**src/rtl/frame_wb_pkg.sv**
```systemverilog
package frame_wb_pkg;

    typedef enum logic [1:0] {
        ST_IDLE  = 2'd0,
        ST_RUN   = 2'd1,
        ST_ABORT = 2'd2
    } wb_state_e;

    // register byte offsets
    localparam int OFS_PTR   = 'h00;
    localparam int OFS_PITCH = 'h04;
    localparam int OFS_DIM   = 'h08;
    localparam int OFS_CTRL  = 'h0C;
    localparam int OFS_PROG  = 'h10;

    // control word bit positions
    localparam int B_GO    = 0;
    localparam int B_BUSY  = 1;
    localparam int B_IE    = 2;
    localparam int B_ABORT = 14;
    localparam int B_REARM = 15;
    localparam int B_PDN   = 21;

    // bits held in storage: 21:15 and 13:2
    localparam logic [31:0] CTRL_KEEP = 32'h003F_BFFC;
    // fixed identification field, bits 31:22
    localparam logic [9:0]  CTRL_ID   = {8'h54, 2'b01};

endpackage

```
**src/rtl/frame_wb_regs.sv**
```systemverilog
module frame_wb_regs
    import frame_wb_pkg::*;
#(
    parameter int ADDR_W      = 5,
    parameter int PROG_W      = 16,
    parameter int PITCH_ALIGN = 4
) (
    input  logic              clk,
    input  logic              rst_n,
    input  logic [ADDR_W-1:0] addr,
    input  logic              wr,
    input  logic [31:0]       wdata,
    input  logic              busy,
    input  logic [PROG_W-1:0] progress,
    output logic [31:0]       rdata,
    output logic              go_req,
    output logic              abort_req,
    output logic              irq_en,
    output logic              rearm,
    output logic              mem_sleep
);
    localparam logic [31:0] PITCH_MASK = ~((32'd1 << PITCH_ALIGN) - 32'd1);

    logic [31:0] ptr_q, pitch_q, dim_q, ctrl_q;
    logic        hit_ptr, hit_pitch, hit_dim, hit_ctrl, hit_prog;

    assign hit_ptr   = (addr == ADDR_W'(OFS_PTR));
    assign hit_pitch = (addr == ADDR_W'(OFS_PITCH));
    assign hit_dim   = (addr == ADDR_W'(OFS_DIM));
    assign hit_ctrl  = (addr == ADDR_W'(OFS_CTRL));
    assign hit_prog  = (addr == ADDR_W'(OFS_PROG));

    always_ff @(posedge clk) begin
        if (!rst_n) begin
            ptr_q   <= '0;
            pitch_q <= '0;
            dim_q   <= '0;
            ctrl_q  <= '0;
        end else if (wr) begin
            if (hit_ptr)   ptr_q   <= wdata;
            if (hit_pitch) pitch_q <= wdata & PITCH_MASK;
            if (hit_dim)   dim_q   <= wdata;
            if (hit_ctrl)  ctrl_q  <= wdata & CTRL_KEEP;
        end
    end

    assign go_req    = wr && hit_ctrl && wdata[B_GO];
    assign abort_req = wr && hit_ctrl && wdata[B_ABORT];
    assign irq_en    = ctrl_q[B_IE];
    assign rearm     = ctrl_q[B_REARM];
    assign mem_sleep = ctrl_q[B_PDN];

    always_comb begin
        rdata = '0;
        if (hit_ptr)   rdata = ptr_q;
        if (hit_pitch) rdata = pitch_q;
        if (hit_dim)   rdata = dim_q;
        if (hit_ctrl)  rdata = {CTRL_ID, ctrl_q[21:15], 1'b0, ctrl_q[13:2], busy, 1'b0};
        if (hit_prog)  rdata = 32'(progress);
    end

    // powerdown level follows the last control write
    a_r9_pdn_write: assert property (@(posedge clk) disable iff (!rst_n)
        (wr && hit_ctrl) |=> (mem_sleep == $past(wdata[B_PDN])));

endmodule

```
**src/rtl/frame_wb_seq.sv**
```systemverilog
module frame_wb_seq
    import frame_wb_pkg::*;
#(
    parameter int DRAIN_CYCLES = 4,
    parameter int PROG_W       = 16
) (
    input  logic              clk,
    input  logic              rst_n,
    input  logic              go_req,
    input  logic              abort_req,
    input  logic              rearm,
    input  logic              irq_en,
    input  logic              line_done,
    input  logic              frame_done,
    output logic              busy,
    output logic              stop_writes,
    output logic              frame_start,
    output logic              irq,
    output logic [PROG_W-1:0] progress
);
    localparam int          CNT_W = $clog2(DRAIN_CYCLES + 1);
    localparam logic [CNT_W-1:0] CNT_LAST = CNT_W'(DRAIN_CYCLES - 1);

    wb_state_e        st, st_nx;
    logic [CNT_W-1:0] drain_cnt;
    logic             ended_q;
    logic             launch;

    assign launch = (st == ST_IDLE) && go_req;

    // next-state logic
    always_comb begin
        st_nx = st;
        unique case (st)
            ST_IDLE:  if (go_req) st_nx = ST_RUN;
            ST_RUN: begin
                if (frame_done)     st_nx = rearm ? ST_RUN : ST_IDLE;
                else if (abort_req) st_nx = ST_ABORT;
            end
            ST_ABORT: if (drain_cnt == CNT_LAST) st_nx = ST_IDLE;
            default:  st_nx = ST_IDLE;
        endcase
    end

    // state register
    always_ff @(posedge clk) begin
        if (!rst_n) st <= ST_IDLE;
        else        st <= st_nx;
    end

    // registered outputs and counters
    always_ff @(posedge clk) begin
        if (!rst_n) begin
            frame_start <= 1'b0;
            drain_cnt   <= '0;
            progress    <= '0;
            ended_q     <= 1'b0;
        end else begin
            frame_start <= launch || ((st == ST_RUN) && frame_done && rearm);
            drain_cnt   <= (st == ST_ABORT) ? drain_cnt + 1'b1 : '0;
            if (launch)
                progress <= '0;
            else if ((st == ST_RUN) && line_done)
                progress <= progress + 1'b1;
            if (launch)
                ended_q <= 1'b0;
            else if ((st != ST_IDLE) && (st_nx == ST_IDLE))
                ended_q <= 1'b1;
        end
    end

    assign busy        = (st != ST_IDLE);
    assign stop_writes = (st == ST_ABORT);
    assign irq         = irq_en && ended_q && (st == ST_IDLE);

    a_r3_launch: assert property (@(posedge clk) disable iff (!rst_n)
        (st == ST_IDLE && go_req) |=> (busy && frame_start));
    a_r4_complete: assert property (@(posedge clk) disable iff (!rst_n)
        (st == ST_RUN && frame_done && !rearm) |=> !busy);
    a_r5_go_ignored: assert property (@(posedge clk) disable iff (!rst_n)
        (st == ST_RUN && go_req && !frame_done && !abort_req) |=> (busy && !frame_start));
    a_r6_kill: assert property (@(posedge clk) disable iff (!rst_n)
        (st == ST_RUN && abort_req && !frame_done) |=> stop_writes);
    a_r6_drain_bound: assert property (@(posedge clk) disable iff (!rst_n)
        stop_writes |-> (drain_cnt <= CNT_LAST));
    a_r12_done_wins: assert property (@(posedge clk) disable iff (!rst_n)
        (st == ST_RUN && frame_done && abort_req) |=> !stop_writes);

endmodule

```
**src/rtl/frame_wb_ctrl.sv**
```systemverilog
module frame_wb_ctrl
    import frame_wb_pkg::*;
#(
    parameter int ADDR_W       = 5,
    parameter int PROG_W       = 16,
    parameter int PITCH_ALIGN  = 4,
    parameter int DRAIN_CYCLES = 4
) (
    input  logic              clk,
    input  logic              rst_n,
    input  logic [ADDR_W-1:0] reg_addr,
    input  logic              reg_wr,
    input  logic [31:0]       reg_wdata,
    output logic [31:0]       reg_rdata,
    input  logic              line_done,
    input  logic              frame_done,
    output logic              frame_start,
    output logic              stop_writes,
    output logic              mem_sleep,
    output logic              irq
);
    logic              go_req, abort_req, irq_en, rearm, busy;
    logic [PROG_W-1:0] progress;

    frame_wb_regs #(
        .ADDR_W(ADDR_W), .PROG_W(PROG_W), .PITCH_ALIGN(PITCH_ALIGN)
    ) u_regs (
        .clk(clk), .rst_n(rst_n), .addr(reg_addr), .wr(reg_wr), .wdata(reg_wdata),
        .busy(busy), .progress(progress), .rdata(reg_rdata),
        .go_req(go_req), .abort_req(abort_req), .irq_en(irq_en),
        .rearm(rearm), .mem_sleep(mem_sleep)
    );

    frame_wb_seq #(
        .DRAIN_CYCLES(DRAIN_CYCLES), .PROG_W(PROG_W)
    ) u_seq (
        .clk(clk), .rst_n(rst_n), .go_req(go_req), .abort_req(abort_req),
        .rearm(rearm), .irq_en(irq_en), .line_done(line_done),
        .frame_done(frame_done), .busy(busy), .stop_writes(stop_writes),
        .frame_start(frame_start), .irq(irq), .progress(progress)
    );

    a_r7_irq_gate: assert property (@(posedge clk) disable iff (!rst_n)
        irq |-> (irq_en && !busy));
    a_r7_irq_drop: assert property (@(posedge clk) disable iff (!rst_n)
        $fell(irq_en) |-> !irq);

endmodule

```
**config.mk**
```make
export PLATFORM = sky130hd
export DESIGN_NAME = frame_wb_ctrl
export DESIGN_NICKNAME = d
export VERILOG_FILES = /design/src/rtl/frame_wb_pkg.sv /design/src/rtl/frame_wb_regs.sv /design/src/rtl/frame_wb_seq.sv /design/src/rtl/frame_wb_ctrl.sv
export SDC_FILE = /design/constraint.sdc
export NUM_CORES = 1
export LEC_CHECK = 0
export ABC_AREA = 1
export BUFFER_PORTS_ARGS = -buffer_cell sky130_fd_sc_hd__buf_2
export CORE_UTILIZATION = 46
export DETAILED_ROUTE_END_ITERATION = 10
export MAX_ROUTING_LAYER = met4
export PLACE_DENSITY = 0.66
export SLEW_MARGIN = 5
export SYNTH_ARGS = -nofsm -noshare
export SYNTH_HDL_FRONTEND = slang
export SYNTH_SLANG_ARGS = --single-unit
```
**constraint.sdc**
```tcl
create_clock -name clk -period 1.6 [get_ports clk]
set_clock_uncertainty 0.1 [all_clocks]
set_input_delay 0.24 -clock clk [delete_from_list [all_inputs] [get_ports clk]]
set_output_delay 0.24 -clock clk [all_outputs]
set_load 0.02 [all_outputs]
```
Word-level counts from Yosys, hierarchy flattened

Cells that the tools add are included.

Add/subtract/negate cells: 2
Multipliers: 0
Divide/modulo/power cells: 0
$lt $le $gt $ge: 0
Equality and inequality tests: 7
Shifts and indexed selects: 0
Mux-type cells: 11
Bitwise gates (word level): 1
Reduce and logical (&&, ||, !) cells: 21

Operators with widths:

| kind                                                            | number |
|---|---|
| 32-bit two-way mux                                              | 5 |
| 16-bit by 1-bit adder with 16-bit output, second input constant | 1 |
| 5-bit by 4-bit == test with 1-bit output, second input constant | 2 |
| 1-bit logical AND                                               | 10 |
| 2-bit AND reduction                                             | 5 |
| 2-bit two-way mux                                               | 4 |
| 2-bit one-hot mux with 3 select lines                           | 1 |
| 5-bit by 3-bit == test with 1-bit output, second input constant | 1 |
| 5-bit == test, second input constant                            | 1 |
| 5-bit zero test                                                 | 1 |
| 2-bit zero test                                                 | 2 |
| 3-bit by 1-bit adder with 3-bit output, second input constant   | 1 |
| 3-bit by 2-bit == test with 1-bit output, second input constant | 1 |
| 2-bit by 1-bit == test with 1-bit output, second input constant | 1 |
| 2-bit == test, second input constant                            | 1 |
| 2-bit nonzero test                                              | 1 |
| 2-bit OR reduction                                              | 1 |
| 1-bit logical OR                                                | 1 |
| 1-bit two-way mux                                               | 1 |
| 1-bit inverter                                                  | 1 |

Bits in registers: 134
Latch bits: 0
Bits in writable memories: 0
ROM bits: 0
Input bits: 42
Output and inout bits: 36
Word-level logic and storage cells: 51
Memories kept: 0

Logic depth before layout (Yosys ltp)

Gate-level depths: netlist of the first run.

Depth after elaboration: 8
Depth in mapped cells: 10
Gate-level depth less buffers: 10

Hierarchy

Synthesis of the first run repeated with hierarchy kept, for this count alone.

Cells, all modules: 993
Area, all modules: 6566.3 um^2

By module, submodules not included:

| module        | times used | cells each | area an instance (um^2) | seq. area each (um^2) |
|---|---|---|---|---|
| frame_wb_regs | 1          | 817        | 5402.7                  | 2222.1 |
| frame_wb_seq  | 1          | 176        | 1163.6                  | 460.4 |

Worst setup path after synthesis of the first run

No wires, ideal clock.

Path type: input -> output
From: input port reg_addr[2]
To: output port reg_rdata[1]
Data arrival time: 1.330 ns
Data required time: 1.260 ns
Path slack: -0.070 ns
Stages on the path: 7
Path buffers: 2
Cells stage by stage: buf_2 > nor2_1 > nand3_1 > inv_1 > buf_2 > a221oi_1 > o21ai_0

Word-level cells in the longest chain between the ends: 6
Elaborated cells on any way between the ends: 10
Classes of those cells: 4 x eq/ne; 5 x mux; 1 x reduce/logical

RTL lines:

| element                | line                | source |
|---|---|---|
| start, declared        | frame_wb_ctrl.sv:11 | `input logic [ADDR_W-1:0] reg_addr,` |
| 5-bit zero test        | frame_wb_regs.sv:27 | `assign hit_ptr = (addr == ADDR_W'(OFS_PTR));` |
| 32-bit two-way mux     | frame_wb_regs.sv:55 | `if (hit_ptr) rdata = ptr_q;` |
| 32-bit two-way mux     | frame_wb_regs.sv:56 | `if (hit_pitch) rdata = pitch_q;` |
| 32-bit two-way mux     | frame_wb_regs.sv:57 | `if (hit_dim) rdata = dim_q;` |
| 32-bit two-way mux     | frame_wb_regs.sv:58 | `if (hit_ctrl) rdata = {CTRL_ID, ctrl_q[21:15], 1'b0, ctrl_q[13:2], busy, 1'b0};` |
| 32-bit two-way mux (*) | frame_wb_regs.sv:59 | `if (hit_prog) rdata = 32'(progress);` |
| end, declared          | frame_wb_ctrl.sv:14 | `output logic [31:0] reg_rdata,` |

Every way passes the cells marked *; elsewhere a longest branch is shown, timed or not.

Final worst setup path of the first run

From: input port reg_addr[4]
To: output port reg_rdata[22]

The elaborated chain is that of the path after synthesis.

==> flow_metrics.env, run 1 <==
export IMPL_reg2regPathDepth=9
export IMPL_synth_fp_nets=852
export IMPL_final_util_pct=66.7
export IMPL_syn_to_final_growth_pct=39.2
export IMPL_track_usage_pct=28.2
export IMPL_period_share_pct=115
export IMPL_status="complete, but fails checks"
export IMPL_drcViolationCount=0
export IMPL_path_depth=9
export IMPL_cp_required_ps=1260
export IMPL_top_usage_layer="met2"
export IMPL_final_common_cell="dfxtp_1"
export IMPL_drt_iter0_markers=363
export IMPL_syn_inst=807
export IMPL_crit_buf_inv=5
export IMPL_synthArstFlopShare_pct=0
export IMPL_p_per_area_nw_per_um2=931
export IMPL_clk_latency_ps=410
export IMPL_grt_pass1_vias=5742
export IMPL_wl_um=17700
export IMPL_syn_area_um2=5830
export IMPL_fill_cells=1024
export IMPL_finalCriticalPeriod_ps=1840
export IMPL_grt_use_met1_pct=33.8
export IMPL_fin_nets=989
export IMPL_cts_tree="built"
export IMPL_path_cells="buf_2 -> inv_2 -> nand2_4 -> nor3_4 -> buf_6 -> buf_6 -> a21oi_2 -> o211ai_1 -> buf_4"
export IMPL_irDropWorstVdd_mv=0.793
export IMPL_grt_pass1_wl_um=27900
export IMPL_viasPerCell=5.38
export IMPL_violations="negative setup slack"
export IMPL_dp_hpwl_um=11800
export IMPL_grt_setup_unrepaired="true"
export IMPL_setup_slack_ps=-241
export IMPL_crit_family="buffers and inverters"
export IMPL_ys_flop_type="dfxtp_1"
export IMPL_path_class="in2out"
export IMPL_grt_max_degree=46
export IMPL_startpoint_type="input port"
export IMPL_min_path_cells=3
export IMPL_place_ws_ps=-296
export IMPL_seq_area_frac_synth_pct=46.0
export IMPL_synth_edff_count=0
export IMPL_cap_violations=0
export IMPL_slowest_delay_ps=260
export IMPL_path_common_cell="buf_6"
export IMPL_setup_tns_ps=-6140
export IMPL_regArea_um2=2690
export IMPL_rows=40
export IMPL_cts_made_buffers=17
export IMPL_ant_nets=0
export IMPL_coreArea_um2=12200
export IMPL_finalMaxSlewViolations=0
export IMPL_wire_per_inst_um=15.7
export IMPL_synth_cell_types=33
export IMPL_routed_via_count=6047
export IMPL_grt_overflow=0
export IMPL_avgSynthCellArea_um2=7.23
export IMPL_global_route_usage_met3_pct=6.67
export IMPL_die_area_um2=13100
export IMPL_io_buffers=77
export IMPL_start_util_pct=48.0
export IMPL_die_h_um=115
export IMPL_cts_sinks=134
export IMPL_hold_path_class="in2reg"
export IMPL_num_io_pins=78
export IMPL_worst_pin_slew_ps=522
export IMPL_ys_ff_latch=134
export IMPL_crit_fanout=8
export IMPL_finalHoldViolations=0
export IMPL_multi_input_area_um2=2890
export IMPL_cp_end_kind="output port"
export IMPL_mostFrequentLayoutCells="dfxtp_1, nor2_1, nand2_1"
export IMPL_clockBufferDepth=2
export IMPL_yosysWarningCount=0
export IMPL_worstPathArrival_ps=1500
export IMPL_p_leak_nw=3.14
export IMPL_cts_max_level=4
export IMPL_use_met2_pct=46.7
export IMPL_drive_gt1_share_pct=25.4
export IMPL_antenna_found_initial=1
export IMPL_firstDrtPassIters=7
export IMPL_relSlewSlack_pct=65.1
export IMPL_clock_root_buffer="clkbuf_16"
export IMPL_cpMaxStageDelayCell="nor3_4"
export IMPL_setup_violations_final=32
export IMPL_clock_fmax_ghz=0.543
export IMPL_globalplace_congestion=0.852
export IMPL_die_w_um=115
export IMPL_path_clk_slew_ps=60
==> cell type report <==
cell class	count	area share (%)
clock buffer	27	5.95
sequential	134	33.1
antenna	1	0.0308
multi-input combinational	545	35.7
tap	168	2.59
timing repair buffer	166	18.1
clock inverter	4	0.863
inverter	80	3.73
==> metrics by stage <==
stage / total power (W) / instance area (µm²) / hold slack (ps) / instances
floorplan: 0.00363 / 5850 / 275 / 807
detailed placement: 0.00383 / 6800 / 334 / 1061
CTS: 0.00757 / 7860 / 0.776 / 1115
global route: 0.00776 / 8120 / 15.3 / 1125
finish: 0.00755 / 8120 / 12.9 / 1125
global placement: 0.00382 / 6800 / 310 / 1061
==> sequential cells by signal, summed over array words and instances, names as in the netlist <==
register	flops
u_regs.ctrl_q	19
u_regs.dim_q	32
u_regs.pitch_q	28
u_regs.ptr_q	32
u_seq.drain_cnt	3
u_seq.ended_q	1
u_seq.frame_start	1
u_seq.progress	16
u_seq.st	2
==> final timing paths <==
path	from	to	slack, ps
max	reg_addr[4]	reg_rdata[22]	-240
min	reg_wdata[0]	u_regs.dim_q[0]	10
max reg2reg	u_seq.st[1]	u_seq.progress[13]	100
min reg2reg	u_seq.drain_cnt[0]	u_seq.drain_cnt[0]	340
==> Yosys cell counts, drive strengths merged (2+ instances only) <==
library cell	number	area share (%)
o21ai	109	9.4
o221ai	7	1.1
nor2	126	8.8
clkbuf	30	1.9
nor3	7	0.79
inv	80	5.1
xor2	2	0.30
nand3	37	3.3
o211ai	21	2.7
o2111ai	2	0.30
ha	3	0.64
a21oi	101	8.7
buf	18	1.6
dfxtp	134	46
nand4	7	0.86
nand2	116	7.6
==> logic make-up after synthesis <==
| logic type | synth area share (%) |
|---|---|
| buffers and inverters | 8.65 |
| DFF | 46.0 |
| xor gates and xnor gates | 0.300 |
| adders and majority gates | 0.644 |
| and+or+nand+nor | 21.8 |
| AOI/OAI and AO/OA | 22.6 |
==> tightest hold or removal path: stages <==
cell	delay (ps)
buf_2	100
nor2_1	90
a211oi_1	40
==> routing by layer <==
layer | share of wire, % | routed length [µm] | up-vias
met3 | 6.3 | 1120 | 28
met1 | 42 | 7430 | 2855
met2 | 50 | 8860 | 211
li1 | - | - | 2953
met5 | 0 | 0 | -
met4 | 1.6 | 282 | 0
==> report_power, final <==
group          leakage, nW  internal, W  switching, W
logic                 1.79     0.000192      0.000269
clock network        0.269      0.00236       0.00134
registers             1.08      0.00337     0.0000147
total                 3.14      0.00593       0.00163
==> timing repair <==
item,4_1_cts,5_1_grt
setup endpoints to repair,35,45
hold buffers,14,0
setup buffers,8,7
resized for setup,88,52
gates cloned,1,2
hold endpoints to repair,14,0
pin swaps,6,5
Note: power is estimated with default switching activity, not from simulation.
==> inputs of run 2 (changes only) <==
- BUFFER_PORTS_ARGS: -buffer_cell sky130_fd_sc_hd__buf_2 -> not set
- DONT_BUFFER_PORTS: not set -> 1
- MAX_ROUTING_LAYER: met4 -> not set
- PLACE_DENSITY: 0.66 -> not set
==> flow_metrics.env, run 2 (synthesis gave the netlist of run 1 again) <==
export IMPL_cts_max_level=4
export IMPL_final_common_cell="dfxtp_1"
export IMPL_multi_input_area_um2=3040
export IMPL_worstPathArrival_ps=1400
export IMPL_finalMaxSlewViolations=0
export IMPL_syn_to_final_growth_pct=44.1
export IMPL_crit_fanout=8
export IMPL_globalplace_congestion=0.843
export IMPL_diodes=0
export IMPL_power_w=0.00805
export IMPL_die_h_um=115
export IMPL_relSlewSlack_pct=29.7
export IMPL_cts_tree="built"
export IMPL_slowest_delay_ps=190
export IMPL_num_io_pins=78
export IMPL_antenna_found_initial=0
export IMPL_fill_cells=979
export IMPL_routed_via_count=6060
export IMPL_die_w_um=115
export IMPL_final_area_um2=8400
export IMPL_finalCriticalPeriod_ps=1740
export IMPL_violations="negative hold slack, negative setup slack"
export IMPL_cts_made_buffers=17
export IMPL_start_util_pct=48.0
export IMPL_status="complete, but fails checks"
export IMPL_global_route_usage_met3_pct=7.89
export IMPL_startpoint_type="input port"
export IMPL_p_per_area_nw_per_um2=957
export IMPL_drcViolationCount=0
export IMPL_viasPerCell=5.47
export IMPL_mostFrequentLayoutCells="dfxtp_1, nor2_1, o21ai_0"
export IMPL_rows=40
export IMPL_p_leak_nw=3.22
export IMPL_cp_required_ps=1260
export IMPL_setup_slack_ps=-137
export IMPL_post_dp_cell_area_um2=6430
export IMPL_die_area_um2=13100
export IMPL_cap_violations=0
export IMPL_fin_hold_ws_ps=-150
export IMPL_path_clk_slew_ps=60
export IMPL_firstDrtPassIters=5
export IMPL_clk_latency_ps=420
export IMPL_path_cells="nor2_4 -> buf_6 -> buf_6 -> nand3_4 -> inv_6 -> buf_8 -> nand2_1 -> o21ai_2 -> a21oi_2 -> o221ai_2 -> buf_4"
export IMPL_grt_use_met1_pct=34.4
export IMPL_grt_overflow=0
export IMPL_dp_hpwl_um=11000
export IMPL_finalHoldViolations=85
export IMPL_clock_root_buffer="clkbuf_16"
export IMPL_top_regs="u_regs.dim_q: 32 flops, u_regs.ptr_q: 32 flops, u_regs.pitch_q: 28 flops"
export IMPL_worst_pin_slew_ps=1050
export IMPL_setup_violations_final=32
export IMPL_irDropWorstVdd_mv=0.639
export IMPL_wire_per_inst_um=17.2
export IMPL_period_share_pct=109
export IMPL_crit_family="buffers and inverters"
export IMPL_top_usage_layer="met2"
export IMPL_cts_hold_buffers=41
export IMPL_clockBufferDepth=2
export IMPL_regArea_um2=2700
export IMPL_grt_pass1_wl_um=29700
export IMPL_cp_end_kind="output port"
export IMPL_grt_pass1_vias=5965
export IMPL_io_buffers=0
export IMPL_drive_gt1_share_pct=28.2
export IMPL_use_met2_pct=50.2
export IMPL_path_class="in2out"
export IMPL_grt_setup_unrepaired="true"
export IMPL_ant_nets=0
export IMPL_hold_path_class="in2reg"
export IMPL_path_common_cell="buf_6"
export IMPL_grt_max_degree=88
export IMPL_clock_fmax_ghz=0.576
export IMPL_wl_um=19100
export IMPL_drt_iter0_markers=446
export IMPL_coreArea_um2=12200
export IMPL_cpMaxStageDelayCell="buf_4"
export IMPL_crit_buf_inv=5
export IMPL_cts_sinks=134
export IMPL_track_usage_pct=29.7
export IMPL_fin_nets=972
==> run 2: cell count changes in the layout (fill, tap and decap cells not counted), moves of 10 or more <==
| cell | before | now |
|---|---|---|
| buf_2 | 41 | 0 |
| dlygate4sd3_1 | 14 | 40 |
| nand2_1 | 106 | 83 |
| nand2_2 | 9 | 25 |
| inv_1 | 72 | 61 |
| dfxtp_2 | 2 | 12 |
| o21ai_1 | 24 | 14 |
==> run 2: layout make-up <==
type,count,share of cell area [%]
repair buffers,149,17.8
multi-input cells,545,36.1
clock buffers,23,5.93
inverters,80,3.81
flip-flops and latches,134,32.1
well taps,168,2.50
clock inverters,9,1.73
==> run 2: worst paths after layout <==
check	from	end	slack, ps	depth (start not counted)
worst max-delay path	reg_addr[1]	reg_rdata[15]	-140	11
worst min-delay path	rst_n	u_regs.ctrl_q[17]	-150	2
worst max register to register	u_seq.st[0]	u_seq.progress[13]	70	10
worst min register to register	u_seq.drain_cnt[0]	u_seq.drain_cnt[0]	350	1
==> run 2: stage by stage <==
step           cells  util, %  worst slack (ps)  hold WS, ps  setup TNS [ps]
6_report        1108     69.1              -137         -150           -2580
5_1_grt         1108     69.1              -188         -154           -4580
4_1_cts         1102     66.8              -132         -164           -1480
3_5_place_dp     995     52.9             -86.7          284           -1110
3_3_place_gp     995     52.9             -51.5          278            -207
2_1_floorplan    807        -              5.29          275               0
==> run 2: per-layer routing <==
| layer | wire (µm) | vias up |
|---|---|---|
| li1 | - | 2928 |
| met1 | 7580 | 2821 |
| met2 | 9390 | 255 |
| met3 | 1450 | 56 |
| met4 | 663 | 0 |
| met5 | 0 | - |
==> run 2: timing repair <==
action | in CTS | in global routing
pin swaps | 23 | 25
gates cloned | 5 | 1
endpoints found under the setup margin | 30 | 52
buffers inserted | 29 | 9
endpoints found under the hold margin | 121 | 85
gates resized for setup | 109 | 66
==> run 2: power breakdown <==
| part | switching [W] | internal, W |
|---|---|---|
| logic | 0.000227 | 0.000186 |
| registers | 0.0000177 | 0.00337 |
| clock network | 0.00144 | 0.00280 |
| total | 0.00169 | 0.00636 |
==> inputs of run 3 (changes only) <==
- HOLD_SLACK_MARGIN: not set -> 0.1
- SLEW_MARGIN: 5 -> 0
- clock period: 1.6 -> 2.2 ns (I/O delays scaled with it)
==> flow_metrics.env, run 3 (synthesis gave the netlist of run 1 again) <==
export IMPL_antenna_found_initial=0
export IMPL_cts_tree="built"
export IMPL_r2r_end="u_seq.progress[12]"
export IMPL_final_common_cell="dfxtp_1"
export IMPL_post_dp_cell_area_um2=6230
export IMPL_status="complete, no violations"
export IMPL_viasPerCell=5.38
export IMPL_slowest_delay_ps=330
export IMPL_cp_startpoint="u_seq.st[1]"
export IMPL_p_leak_nw=2.71
export IMPL_cts_max_level=4
export IMPL_cp_required_ps=1770
export IMPL_grt_max_degree=85
export IMPL_top_regs="u_regs.dim_q: 32 flops, u_regs.ptr_q: 32 flops, u_regs.pitch_q: 28 flops"
export IMPL_grt_overflow=0
export IMPL_crit_buf_inv=2
export IMPL_rows=40
export IMPL_path_class="reg2out"
export IMPL_setup_violations_final=0
export IMPL_finalHoldViolations=0
export IMPL_num_io_pins=78
export IMPL_clk_latency_ps=420
export IMPL_cap_violations=0
export IMPL_drt_iter0_markers=430
export IMPL_met1Wirelength_um=7820
export IMPL_finalCriticalPeriod_ps=2100
export IMPL_reg2regPathDepth=10
export IMPL_met3_length_um=1040
export IMPL_drive_gt1_share_pct=11.4
export IMPL_mostFrequentLayoutCells="dfxtp_1, nor2_1, nand2_1"
export IMPL_path_cells="inv_1 -> a21oi_1 -> a221oi_1 -> o21ai_0 -> buf_4"
export IMPL_firstDrtPassIters=5
export IMPL_clockBufferDepth=2
export IMPL_crit_fanout=5
export IMPL_hold_path_class="in2reg"
export IMPL_clock_root_buffer="clkbuf_16"
export IMPL_dp_cells=972
export IMPL_crit_family="compound AO/OA/AOI/OAI gates"
export IMPL_fill_cells=1129
export IMPL_ant_nets=0
export IMPL_die_h_um=115
export IMPL_irDropWorstVdd_mv=0.558
export IMPL_die_w_um=115
export IMPL_cpMaxStageDelayCell="dfxtp_1"
export IMPL_routed_via_count=5607
export IMPL_drcViolationCount=0
export IMPL_cts_made_buffers=17
export IMPL_grt_pass1_vias=5374
export IMPL_coreArea_um2=12200
export IMPL_grt_setup_unrepaired="false"
export IMPL_regToRegSetupSlack_ps=390
export IMPL_fin_nets=906
export IMPL_diodes=0
export IMPL_cp_endpoint="reg_rdata[1]"
export IMPL_regArea_um2=2680
export IMPL_worst_pin_slew_ps=586
export IMPL_routed_top_layer="met4"
export IMPL_place_ws_ps=224
export IMPL_met2_length_um=8040
export IMPL_globalplace_congestion=0.808
export IMPL_p_per_area_nw_per_um2=827
export IMPL_cts_sinks=134
export IMPL_start_util_pct=48.0
export IMPL_stdcell_count=1042
export IMPL_fin_hold_ws_ps=139
export IMPL_wl_um=17100
export IMPL_r2r_start="u_seq.st[1]"
export IMPL_path_clk_slew_ps=60
export IMPL_relSlewSlack_pct=60.9
export IMPL_period_share_pct=95.5
export IMPL_clock_fmax_ghz=0.476
export IMPL_startpoint_type="flip-flop"
export IMPL_track_usage_pct=27.6
export IMPL_wire_per_inst_um=16.4
export IMPL_dp_hpwl_um=10500
export IMPL_worstPathArrival_ps=1670
export IMPL_final_area_um2=7330
export IMPL_cp_end_kind="output port"
export IMPL_die_area_um2=13100
export IMPL_setup_tns_ps=0
export IMPL_setup_slack_ps=99.1
export IMPL_io_buffers=0
export IMPL_multi_input_area_um2=2650
export IMPL_grt_pass1_wl_um=27700
export IMPL_path_depth=5
export IMPL_finalMaxSlewViolations=0
export IMPL_syn_to_final_growth_pct=25.7
run 3: changes by cell type in the layout (fill, tap and decap cells not counted), moves of 16 or more:
cell     before  now
a21oi_1      83  101
nand2_1      83  112
buf_4        75   41
a21oi_2      18    0
buf_6        17    0
nand2_2      25    4
o21ai_0      85  102
inv_1        61   77
run 3: how the worst min path moves through the flow:
stage / from / endpoint / slack, ps / cells after the start
final: frame_done / u_seq.st[1] / 140 / 5
after CTS: frame_done / u_seq.st[1] / 130 / 5
after floorplan: u_seq.drain_cnt[0] / u_seq.drain_cnt[0] / 300 / 1
after detailed placement: u_seq.drain_cnt[0] / u_seq.drain_cnt[0] / 320 / 1
after global placement: u_seq.drain_cnt[0] / u_seq.drain_cnt[0] / 310 / 1
after global routing: reg_wr / u_regs.dim_q[11] / 160 / 3
run 3: cell type report:
class,count,share of cell area (%)
clock buffers,18,5.99
well taps,168,2.87
inverters,80,4.10
clock inverters,14,3.47
repair buffers,83,10.9
multi-input cells,545,36.1
flip-flops and latches,134,36.6
run 3: power breakdown:
part | internal, W | switching (W) | total [W]
Combinational | 0.0000971 | 0.000158 | 0.000255
Sequential | 0.00245 | 0.0000106 | 0.00246
Clock | 0.00226 | 0.00108 | 0.00334
run 3: metal layers:
metal	up-vias	global-route usage, %
met3	11	6.83
met4	0	7.97
li1	2791	-
met2	178	44.8
met1	2627	36.3
met5	-	0
run 3: worst reg2reg max path, delay by kind of cell, from the launching register on:
kind / cells / cell delay [ps]
buffers and inverters: 2 / 220
flip-flops: 1 / 330
AO/OA/AOI/OAI: 1 / 60
AND/OR/NAND/NOR: 7 / 970
run 3: what timing repair did:
action                                 in CTS  in global routing
hold buffers                               38                  0
endpoints found under the hold margin     119                  0
buffers inserted                            0                  0
resized for setup                           0                  0
run 3: stage by stage:
stage               utilization [%]  total power (W)
detailed placement             51.2          0.00266
CTS                            60.3          0.00609
global route                   60.3          0.00623
global placement               51.2          0.00265
floorplan                         -          0.00264
finish                         60.3          0.00606
